$ cat config.mk
export PLATFORM = sky130hd
export DESIGN_NAME = pei_port_irq
export DESIGN_NICKNAME = d
export VERILOG_FILES = /design/src/rtl/pei_pkg.sv /design/src/rtl/pei_edge_detect.sv /design/src/rtl/pei_regs.sv /design/src/rtl/pei_status.sv /design/src/rtl/pei_port_irq.sv
export SDC_FILE = /design/constraint.sdc
export NUM_CORES = 1
export LEC_CHECK = 0
export ABC_CLOCK_PERIOD_IN_PS = 4400
export CELL_PAD_IN_SITES_DETAIL_PLACEMENT = 0
export CELL_PAD_IN_SITES_GLOBAL_PLACEMENT = 2
export CORE_MARGIN = 2
export CORE_UTILIZATION = 43
export DETAILED_ROUTE_END_ITERATION = 7
export DONT_BUFFER_PORTS = 1
export MAX_ROUTING_LAYER = met4
export PLACE_DENSITY_LB_ADDON = 0.1
export SYNTH_ARGS = -nofsm -noshare
export SYNTH_HDL_FRONTEND = slang
export SYNTH_SLANG_ARGS = --single-unit
$ cat constraint.sdc
create_clock -name clk_i -period 4.4 [get_ports clk_i]
set_input_delay 0.66 -clock clk_i [delete_from_list [all_inputs] [get_ports clk_i]]
set_output_delay 0.66 -clock clk_i [all_outputs]
set_load 0.005 [all_outputs]
$ cat src/rtl/pei_pkg.sv
package pei_pkg;
  typedef enum logic [1:0] {
    EDGE_OFF  = 2'b00,
    EDGE_RISE = 2'b01,
    EDGE_FALL = 2'b10,
    EDGE_ANY  = 2'b11
  } edge_sel_e;

  localparam int DATA_W = 8;
endpackage

$ cat src/rtl/pei_edge_detect.sv
module pei_edge_detect #(
  parameter int NPINS = 8
) (
  input  logic               clk_i,
  input  logic               rst_ni,
  input  logic [NPINS-1:0]   pins_i,
  input  logic [2*NPINS-1:0] types_i,
  output logic [NPINS-1:0]   hit_o
);
  import pei_pkg::*;

  logic [NPINS-1:0] prev_q;
  logic [NPINS-1:0] prev_d;

  always_comb prev_d = pins_i;

  always_ff @(posedge clk_i or negedge rst_ni) begin
    if (!rst_ni) prev_q <= '0;
    else         prev_q <= prev_d;
  end

  for (genvar k = 0; k < NPINS; k++) begin : g_pin
    edge_sel_e sel;
    logic      rise;
    logic      fall;
    always_comb begin
      sel  = edge_sel_e'(types_i[2*k +: 2]);
      rise = pins_i[k] & ~prev_q[k];
      fall = ~pins_i[k] & prev_q[k];
      unique case (sel)
        EDGE_RISE: hit_o[k] = rise;
        EDGE_FALL: hit_o[k] = fall;
        EDGE_ANY:  hit_o[k] = rise | fall;
        default:   hit_o[k] = 1'b0;
      endcase
    end
  end
endmodule

$ cat src/rtl/pei_regs.sv
module pei_regs #(
  parameter int NPINS  = 8,
  parameter int ADDR_W = 4
) (
  input  logic               clk_i,
  input  logic               rst_ni,
  input  logic               wr_i,
  input  logic [ADDR_W-1:0]  addr_i,
  input  logic [7:0]         wdata_i,
  output logic [2*NPINS-1:0] types_o,
  output logic               keep_o
);
  localparam int CTRL_ADDR = NPINS + 2;

  for (genvar k = 0; k < NPINS; k++) begin : g_type
    logic       en;
    logic [1:0] typ_q;
    logic [1:0] typ_d;
    always_comb begin
      en    = wr_i && (int'(addr_i) == k);
      typ_d = en ? wdata_i[1:0] : typ_q;
    end
    always_ff @(posedge clk_i or negedge rst_ni) begin
      if (!rst_ni) typ_q <= 2'b00;
      else         typ_q <= typ_d;
    end
    assign types_o[2*k +: 2] = typ_q;
  end

  logic keep_q;
  logic keep_d;
  logic keep_en;

  always_comb begin
    keep_en = wr_i && (int'(addr_i) == CTRL_ADDR);
    keep_d  = keep_en ? wdata_i[0] : keep_q;
  end

  always_ff @(posedge clk_i or negedge rst_ni) begin
    if (!rst_ni) keep_q <= 1'b0;
    else         keep_q <= keep_d;
  end

  assign keep_o = keep_q;
endmodule

$ cat src/rtl/pei_status.sv
module pei_status #(
  parameter int NPINS = 8
) (
  input  logic             clk_i,
  input  logic             rst_ni,
  input  logic [NPINS-1:0] pins_i,
  input  logic [NPINS-1:0] hit_i,
  input  logic             rd_i,
  input  logic             keep_i,
  output logic [NPINS-1:0] status_o,
  output logic [NPINS-1:0] snap_o
);
  logic [NPINS-1:0] status_q, status_d;
  logic [NPINS-1:0] snap_q, snap_d;
  logic             clr;

  always_comb begin
    clr      = rd_i && !keep_i;
    status_d = (clr ? '0 : status_q) | hit_i;
    snap_d   = rd_i ? pins_i : snap_q;
  end

  always_ff @(posedge clk_i or negedge rst_ni) begin
    if (!rst_ni) begin
      status_q <= '0;
      snap_q   <= '0;
    end else begin
      status_q <= status_d;
      snap_q   <= snap_d;
    end
  end

  assign status_o = status_q;
  assign snap_o   = snap_q;
endmodule

$ cat src/rtl/pei_port_irq.sv
module pei_port_irq #(
  parameter int NPINS  = 8,
  parameter int ADDR_W = $clog2(NPINS + 3)
) (
  input  logic              clk_i,
  input  logic              rst_ni,
  input  logic [NPINS-1:0]  pins_i,
  input  logic              bus_wr_i,
  input  logic              bus_rd_i,
  input  logic [ADDR_W-1:0] bus_addr_i,
  input  logic [7:0]        bus_wdata_i,
  output logic [7:0]        bus_rdata_o,
  input  logic              wake_i,
  output logic              irq_o,
  output logic              wake_o
);
  localparam int STAT_ADDR = NPINS;
  localparam int SNAP_ADDR = NPINS + 1;
  localparam int CTRL_ADDR = NPINS + 2;

  logic [2*NPINS-1:0] types;
  logic               keep_q;
  logic [NPINS-1:0]   hit;
  logic [NPINS-1:0]   status_q;
  logic [NPINS-1:0]   snap_q;
  logic               rd_stat;

  assign rd_stat = bus_rd_i && (int'(bus_addr_i) == STAT_ADDR);

  pei_regs #(.NPINS(NPINS), .ADDR_W(ADDR_W)) regs_i (
    .clk_i   (clk_i),
    .rst_ni  (rst_ni),
    .wr_i    (bus_wr_i),
    .addr_i  (bus_addr_i),
    .wdata_i (bus_wdata_i),
    .types_o (types),
    .keep_o  (keep_q)
  );

  pei_edge_detect #(.NPINS(NPINS)) edge_i (
    .clk_i   (clk_i),
    .rst_ni  (rst_ni),
    .pins_i  (pins_i),
    .types_i (types),
    .hit_o   (hit)
  );

  pei_status #(.NPINS(NPINS)) stat_i (
    .clk_i    (clk_i),
    .rst_ni   (rst_ni),
    .pins_i   (pins_i),
    .hit_i    (hit),
    .rd_i     (rd_stat),
    .keep_i   (keep_q),
    .status_o (status_q),
    .snap_o   (snap_q)
  );

  always_comb begin
    bus_rdata_o = '0;
    if (int'(bus_addr_i) < NPINS) begin
      for (int k = 0; k < NPINS; k++)
        if (int'(bus_addr_i) == k) bus_rdata_o[1:0] = types[2*k +: 2];
    end else if (int'(bus_addr_i) == STAT_ADDR) begin
      bus_rdata_o[NPINS-1:0] = status_q;
    end else if (int'(bus_addr_i) == SNAP_ADDR) begin
      bus_rdata_o[NPINS-1:0] = snap_q;
    end else if (int'(bus_addr_i) == CTRL_ADDR) begin
      bus_rdata_o[0] = keep_q;
    end
  end

  assign irq_o  = |status_q;
  assign wake_o = irq_o | wake_i;
endmodule

==> results.env, run 1 <==
RUN_STATUS='completed'
REPORT.FINAL.SLEW_VIOL_COUNT=0
CTSLONGESTPATHBUFFERS=2
CRITPATHREQUIREDTIME_NS=3.74
CTS_REPAIR_RESIZE_COUNT=0
DPL-INSTANCE-AREA_SQ_UM=2330
SYNTH-SEQ-AREA-SHARE=0.446
GP_CONGESTION=0.846
TIMING_WORST_SLEW_PIN_VALUE_NS=0.616
FINALCRITICALPERIOD_NS=2.27
LAYOUT.CELLS.MOST_COMMON='sky130_fd_sc_hd__dfrtp_1'
ANTENNA-DIODE-COUNT=0
SYNTH_EDF_COUNT=0
DIE-WIDTH_UM=77.1
ANTENNA_FOUND_INITIAL=0
CTS-BUFFERS-INSERTED=5
ACHIEVABLE-FREQUENCY_MHz=440
ROUTE.FINAL.WIRE_LENGTH_UM=4770
NUM-NETS-FINAL=258
CLK-INSERTION-DELAY-LATE_NS=0.29
SETUP_SLACK_NS=2.13
FLOORPLAN.DIE_AREA_SQ_UM=5950
HPWL_UM=3390
WIRE_LENGTH_OF_THE_FIRST_GLOBAL_ROUTING_PASS_UM=8140
R2R_SETUP_SLACK_NS=3.23
POWER.SWITCHING_uW=260
SYN_AREA_CELL_SQ_UM=10.4
GRT_PASS1_VIAS=1643
SYNTHTOPCELLSBYAREA='sky130_fd_sc_hd__dfrtp_1 (45%), sky130_fd_sc_hd__mux2_2 (9.8%), sky130_fd_sc_hd__ha_1 (8.7%)'
FINALSETUPVIOLCOUNT=0
YOSYSTOPAREACELL='sky130_fd_sc_hd__dfrtp_1'
CRIT_FANOUT=20
FLOORPLAN.CORE_AREA_SQ_UM=5140
LAYOUT.CELLS.MOST_COMMON_LIST='sky130_fd_sc_hd__dfrtp_1 (41), sky130_fd_sc_hd__inv_1 (24), sky130_fd_sc_hd__mux2_2 (20)'
TIMING.CRITICAL_PATH.SLOWEST_CELL_DELAY_NS=0.58
GRT.OVERFLOW.TOTAL=0
LAYOUT.FILLER_CELLS=512
MIN_PERIOD_OVER_PERIOD=0.516
NUMCLOCKSINKS=41
POWER.STATIC_LEAKAGE_nW=1.13
MAX_CAP_VIOL_COUNT=0
CRITICAL_PATH.CELL_CHAIN='or3b_2 -> nor2_1 -> a21oi_1 -> o211ai_1'
LAYOUT-DRIVE-GT1-SHARE=0.142
POSTCTSSETUPBUFFERS=0
YOSYS_WARNINGS=0
CLKPWRFRAC=0.323
ROOT_BUFFER='sky130_fd_sc_hd__clkbuf_8'
WORST_PATH_MAX_DELAY_CELL='sky130_fd_sc_hd__or3b_2'
CLK_PIN_SLEW_NS=0.08
GLOBALROUTETOTALUTIL=0.183
AREA_FRACTION_OF_THE_DOMINANT_CELL_TYPE_AFTER_SYNTHESIS=0.446
CTSHTREEMAXLEVEL=2
FINISH.INSTANCE_AREA_SQ_UM=2450
DETAIL_ROUTE.VIAS_PER_CELL=5.34
RSZ_0062_RAISED_AFTER_GLOBAL_ROUTING='false'
HOLDCRITPATHCLASS='input pin to asynchronous set/reset pin'
POST-PLACE-WS_NS=2.04
IOPINCOUNT=35
DIE_HEIGHT_UM=77.1
SYNTH_FF_TYPE='sky130_fd_sc_hd__dfrtp_1'
SYNTH_CELLS=220
WORST_EP_ARRIVAL_TIME_NS=1.61
DETAILEDROUTE.FIRSTPASSITERATIONCOUNT=4
PWR-SHARE-SEQ=0.515
TIMING.FINAL.HOLD_VIOLATIONS=0
ENDPOINT_KIND='output port'
CELLPOWERDENSITY_nW_PER_UM2=399
POSTSYNTHNETCOUNT=261
PATH_CLASS='input pin to output port'
MAPPEDNETLISTAREA_SQ_UM=2300
TOTALPOWERFINAL_uW=978
CTS-HOLD-FIX-BUFFERS=0
SWITCHING_SHARE=0.266
ROWS=26
INTERNAL_POWER_uW=718
COMB_POWER_SHARE=0.162
RESIDUAL_DRC=0
CTS_TREE='built'
TIMING.HOLD.WS_NS=0.0537
BUFFER_PORTS.INSERTED=0
RR_WORST_DEPTH=5
FLOORPLAN.INITIALDENSITY=0.447
FINALSETUPTNS_NS=0
POST_DRT_ANTENNA_NETS=0
ASYNCSETRESETFLOPFRACSYNTH=1.00
CRITICAL_PATH.STARTPOINT_TYPE='input pin'
FIRST_DRT_ITERATION_DRCS=92
FIN_WORST_SKEW_NS=0.00594
MAX-VDD-IR-DROP_mV=0.185
GRT_START_MAX_NET_PINS=42
FLOW.AREA_GROWTH_FROM_SYNTHESIS_PCT=6.70
SYNTH_SEQ_CELLS=41
AVGROUTEDWIREPERCELL_UM=16.5
SYNTH.DISTINCT_CELLS=36
ROUTED-VIA-COUNT=1539
MAX-SLEW-MARGIN-REL=0.589
==> worst max-delay path: cells and delay by family <==
kind,cells,cell delay [ns]
AND/OR/NAND/NOR,2,0.74
AO/OA/AOI/OAI,2,0.21
==> flip-flops by register name, indices dropped and copies added, names as in the netlist <==
signal / count
regs_i.g_type.typ_q: 16
regs_i.keep_o: 1
stat_i.status_o: 8
stat_i.snap_o: 8
edge_i.prev_q: 8
==> cells in the mapped netlist, drive strengths merged, types with 4 or more instances <==
| library cell | count |
|---|---|
| dfrtp | 41 |
| ha | 16 |
| mux2i | 19 |
| a21oi | 17 |
| mux2 | 20 |
| a21o | 8 |
| o21ai | 9 |
| inv | 24 |
| buf | 7 |
| nand2 | 14 |
| nor3b | 4 |
| nor2 | 13 |
==> worst paths after layout <==
path | end | start
max | bus_rdata_o[1] | bus_addr_i[1]
min | regs_i.g_type[2].typ_q[0]$_DFFE_PN0P_ | rst_ni
max reg2reg | stat_i.status_o[7]$_DFF_PN0_ | edge_i.prev_q[7]$_DFF_PN0_
min reg2reg | stat_i.snap_o[6]$_DFFE_PN0P_ | stat_i.snap_o[6]$_DFFE_PN0P_
max in group asynchronous | edge_i.prev_q[5]$_DFF_PN0_ | rst_ni
min in group clk_i | edge_i.prev_q[0]$_DFF_PN0_ | pins_i[0]
==> logic make-up after synthesis <==
logic type | share of synthesized area
buffers and inverters | 0.0626
AO/OA/AOI/OAI | 0.107
flip-flops | 0.446
multiplexers | 0.191
AND/OR/NAND/NOR | 0.107
adder cells (fa/ha/maj) | 0.0871
==> layer usage <==
metal,share of wire,global-route usage,vias to the layer above
li1,-,-,751
met1,0.48,0.239,760
met2,0.47,0.292,21
met3,0.032,0.0365,7
met4,0.013,0.0536,0
met5,0,-,-
==> power groups by stage <==
stage / Clock [mW] / Sequential (mW) / Combinational, mW
after floorplan: 0 / 0.489 / 0.144
after global placement: 0 / 0.508 / 0.152
after detailed placement: 0 / 0.512 / 0.160
after CTS: 0.329 / 0.504 / 0.161
after global routing: 0.344 / 0.516 / 0.182
final: 0.316 / 0.504 / 0.158
==> cell type report <==
cell class              instances  area [sq um]  share of cell area
clock inverters                 2          37.5              0.0153
clock buffers                   6          82.6              0.0337
well taps                      70          87.6              0.0357
multi-input cells             145          1130               0.460
inverters                      24          90.1              0.0367
flip-flops and latches         41          1030               0.418
==> metrics by stage <==
stage,instances,utilization
after floorplan,220,-
after global placement,280,0.454
after detailed placement,280,0.454
after CTS,288,0.477
after global routing,288,0.477
final,288,0.477
(Power assumes the default switching activity.)
==> run 2: changes to the inputs <==
- ABC_CLOCK_PERIOD_IN_PS: 4400 -> 2340
- CORE_UTILIZATION: 43 -> 40
- clock period: 4.4 -> 2.34 ns (I/O delays scaled with it)
==> results.env, run 2 (synthesis results as in run 1) <==
SWITCHING_SHARE=0.291
CTS_REPAIR_RESIZE_COUNT=0
PWR-SHARE-SEQ=0.555
HPWL_UM=3550
ROUTE.FINAL.WIRE_LENGTH_UM=5000
RESIDUAL_DRC=0
FINALSETUPTNS_NS=0
POWER.SWITCHING_uW=499
LAYOUT-DRIVE-GT1-SHARE=0.145
GP_CONGESTION=0.772
POSTCTSSETUPBUFFERS=0
REPORT.FINAL.SLEW_VIOL_COUNT=0
FLOW.AREA_GROWTH_FROM_SYNTHESIS_PCT=6.80
GLOBALROUTETOTALUTIL=0.178
CELLPOWERDENSITY_nW_PER_UM2=699
CTS-BUFFERS-INSERTED=5
DIE-WIDTH_UM=79.8
TIMING_WORST_SLEW_PIN_VALUE_NS=0.504
IOPINCOUNT=35
CLKPWRFRAC=0.261
MIN_PERIOD_OVER_PERIOD=0.840
WIRE_LENGTH_OF_THE_FIRST_GLOBAL_ROUTING_PASS_UM=8340
NUM-NETS-FINAL=261
FLOORPLAN.DIE_AREA_SQ_UM=6370
CRITPATHREQUIREDTIME_NS=1.99
GRT_START_MAX_NET_PINS=42
GRT_PASS1_VIAS=1643
CLK_PIN_SLEW_NS=0.08
TIMING.FINAL.HOLD_VIOLATIONS=0
ROWS=27
TOTALPOWERFINAL_mW=1.71
AVGROUTEDWIREPERCELL_UM=17.1
NUMCLOCKSINKS=41
RUN_STATUS='completed'
POWER.STATIC_LEAKAGE_nW=1.14
FLOORPLAN.CORE_AREA_SQ_UM=5540
CRITICAL_PATH.STARTPOINT_TYPE='register'
COMB_POWER_SHARE=0.185
MAX_CAP_VIOL_COUNT=0
POST_DRT_ANTENNA_NETS=0
TIMING.HOLD.WS_NS=0.0821
CTSLONGESTPATHBUFFERS=2
FIN_WORST_SKEW_NS=0.00552
ACHIEVABLE-FREQUENCY_MHz=509
DETAIL_ROUTE.VIAS_PER_CELL=5.33
LARGEST_REGISTER_FF_COUNT=16
MAX-VDD-IR-DROP_mV=0.312
HOLDCRITPATHCLASS='input pin to register'
MAX-SLEW-MARGIN-REL=0.659
CLK-INSERTION-DELAY-LATE_NS=0.29
RSZ_0062_RAISED_AFTER_GLOBAL_ROUTING='false'
CTSHTREEMAXLEVEL=2
CTS-HOLD-FIX-BUFFERS=2
ROUTED-VIA-COUNT=1562
ROOT_BUFFER='sky130_fd_sc_hd__clkbuf_8'
CRIT_FANOUT=5
WORST_EP_ARRIVAL_TIME_NS=1.61
CTS_TREE='built'
FINALCRITICALPERIOD_NS=1.96
LAYOUT.CELLS.MOST_COMMON='sky130_fd_sc_hd__dfrtp_1'
ENDPOINT_KIND='output port'
ANTENNA_FOUND_INITIAL=0
INTERNAL_POWER_mW=1.22
BUFFER_PORTS.INSERTED=0
FINALSETUPVIOLCOUNT=0
DIE_HEIGHT_UM=79.8
FLOORPLAN.INITIALDENSITY=0.415
GRT.OVERFLOW.TOTAL=0
ANTENNA-DIODE-COUNT=0
DETAILEDROUTE.FIRSTPASSITERATIONCOUNT=4
LARGEST_REGISTER='regs_i.g_type.typ_q'
PATH_CLASS='register to output port'
FIRST_DRT_ITERATION_DRCS=104
LAYOUT.CELLS.MOST_COMMON_LIST='sky130_fd_sc_hd__dfrtp_1 (41), sky130_fd_sc_hd__inv_1 (24), sky130_fd_sc_hd__mux2_2 (20)'
[run 2: power groups by stage]
stage | Combinational, mW | Sequential (mW) | Clock [mW]
floorplan | 0.270 | 0.920 | 0
global placement | 0.289 | 0.957 | 0
detailed placement | 0.299 | 0.965 | 0
CTS | 0.321 | 0.950 | 0.464
global route | 0.361 | 0.969 | 0.506
finish | 0.317 | 0.951 | 0.447
[run 2: critical path: stages, from the launching register on]
cell	delay (ns)
sky130_fd_sc_hd__dfrtp_1	0.45
sky130_fd_sc_hd__mux2_2	0.29
sky130_fd_sc_hd__a22o_1	0.23
sky130_fd_sc_hd__a21boi_0	0.21
sky130_fd_sc_hd__o22ai_1	0.15
[run 2: per-layer routing]
metal / GRT usage / vias up / routed length, um
met5: - / - / 0
met4: 0.0407 / 0 / 25
met3: 0.0407 / 2 / 231
met2: 0.278 / 29 / 2350
met1: 0.239 / 770 / 2400
li1: - / 761 / -
[run 2: final timing paths]
kind | startpoint | cells past startpoint | end | slack [ns]
worst min register to register | stat_i.snap_o[3]$_DFFE_PN0P_ | 2 | stat_i.snap_o[3]$_DFFE_PN0P_ | 0.49
worst max register to register | edge_i.prev_q[5]$_DFF_PN0_ | 5 | stat_i.status_o[5]$_DFF_PN0_ | 1.17
worst max-delay path | regs_i.g_type[0].typ_q[0]$_DFFE_PN0P_ | 4 | bus_rdata_o[0] | 0.38
worst min-delay path | pins_i[5] | 0 | edge_i.prev_q[5]$_DFF_PN0_ | 0.08
max in group asynchronous | rst_ni | 2 | regs_i.g_type[6].typ_q[0]$_DFFE_PN0P_ | 1.59
min in group asynchronous | rst_ni | 2 | regs_i.g_type[7].typ_q[1]$_DFFE_PN0P_ | 0.55
[run 2: cell type report]
type | instances | area (sq um)
fillers | 547 | 3090
multi-input cells | 145 | 1130
flip-flops and latches | 41 | 1030
inverters | 24 | 90.1
well taps | 72 | 90.1
clock buffers | 6 | 72.6
repair buffers | 3 | 37.5
clock inverters | 2 | 10.0
[run 2: metrics by stage]
| step | setup slack [ns] | cell area [sq um] | instances | utilization |
|---|---|---|---|---|
| final | 0.375 | 2450 | 293 | 0.443 |
| after global routing | 0.265 | 2450 | 293 | 0.443 |
| after CTS | 0.353 | 2450 | 293 | 0.443 |
| after detailed placement | 0.681 | 2340 | 283 | 0.423 |
| after global placement | 0.686 | 2340 | 283 | 0.423 |
| after floorplan | 0.627 | 2300 | 220 | - |
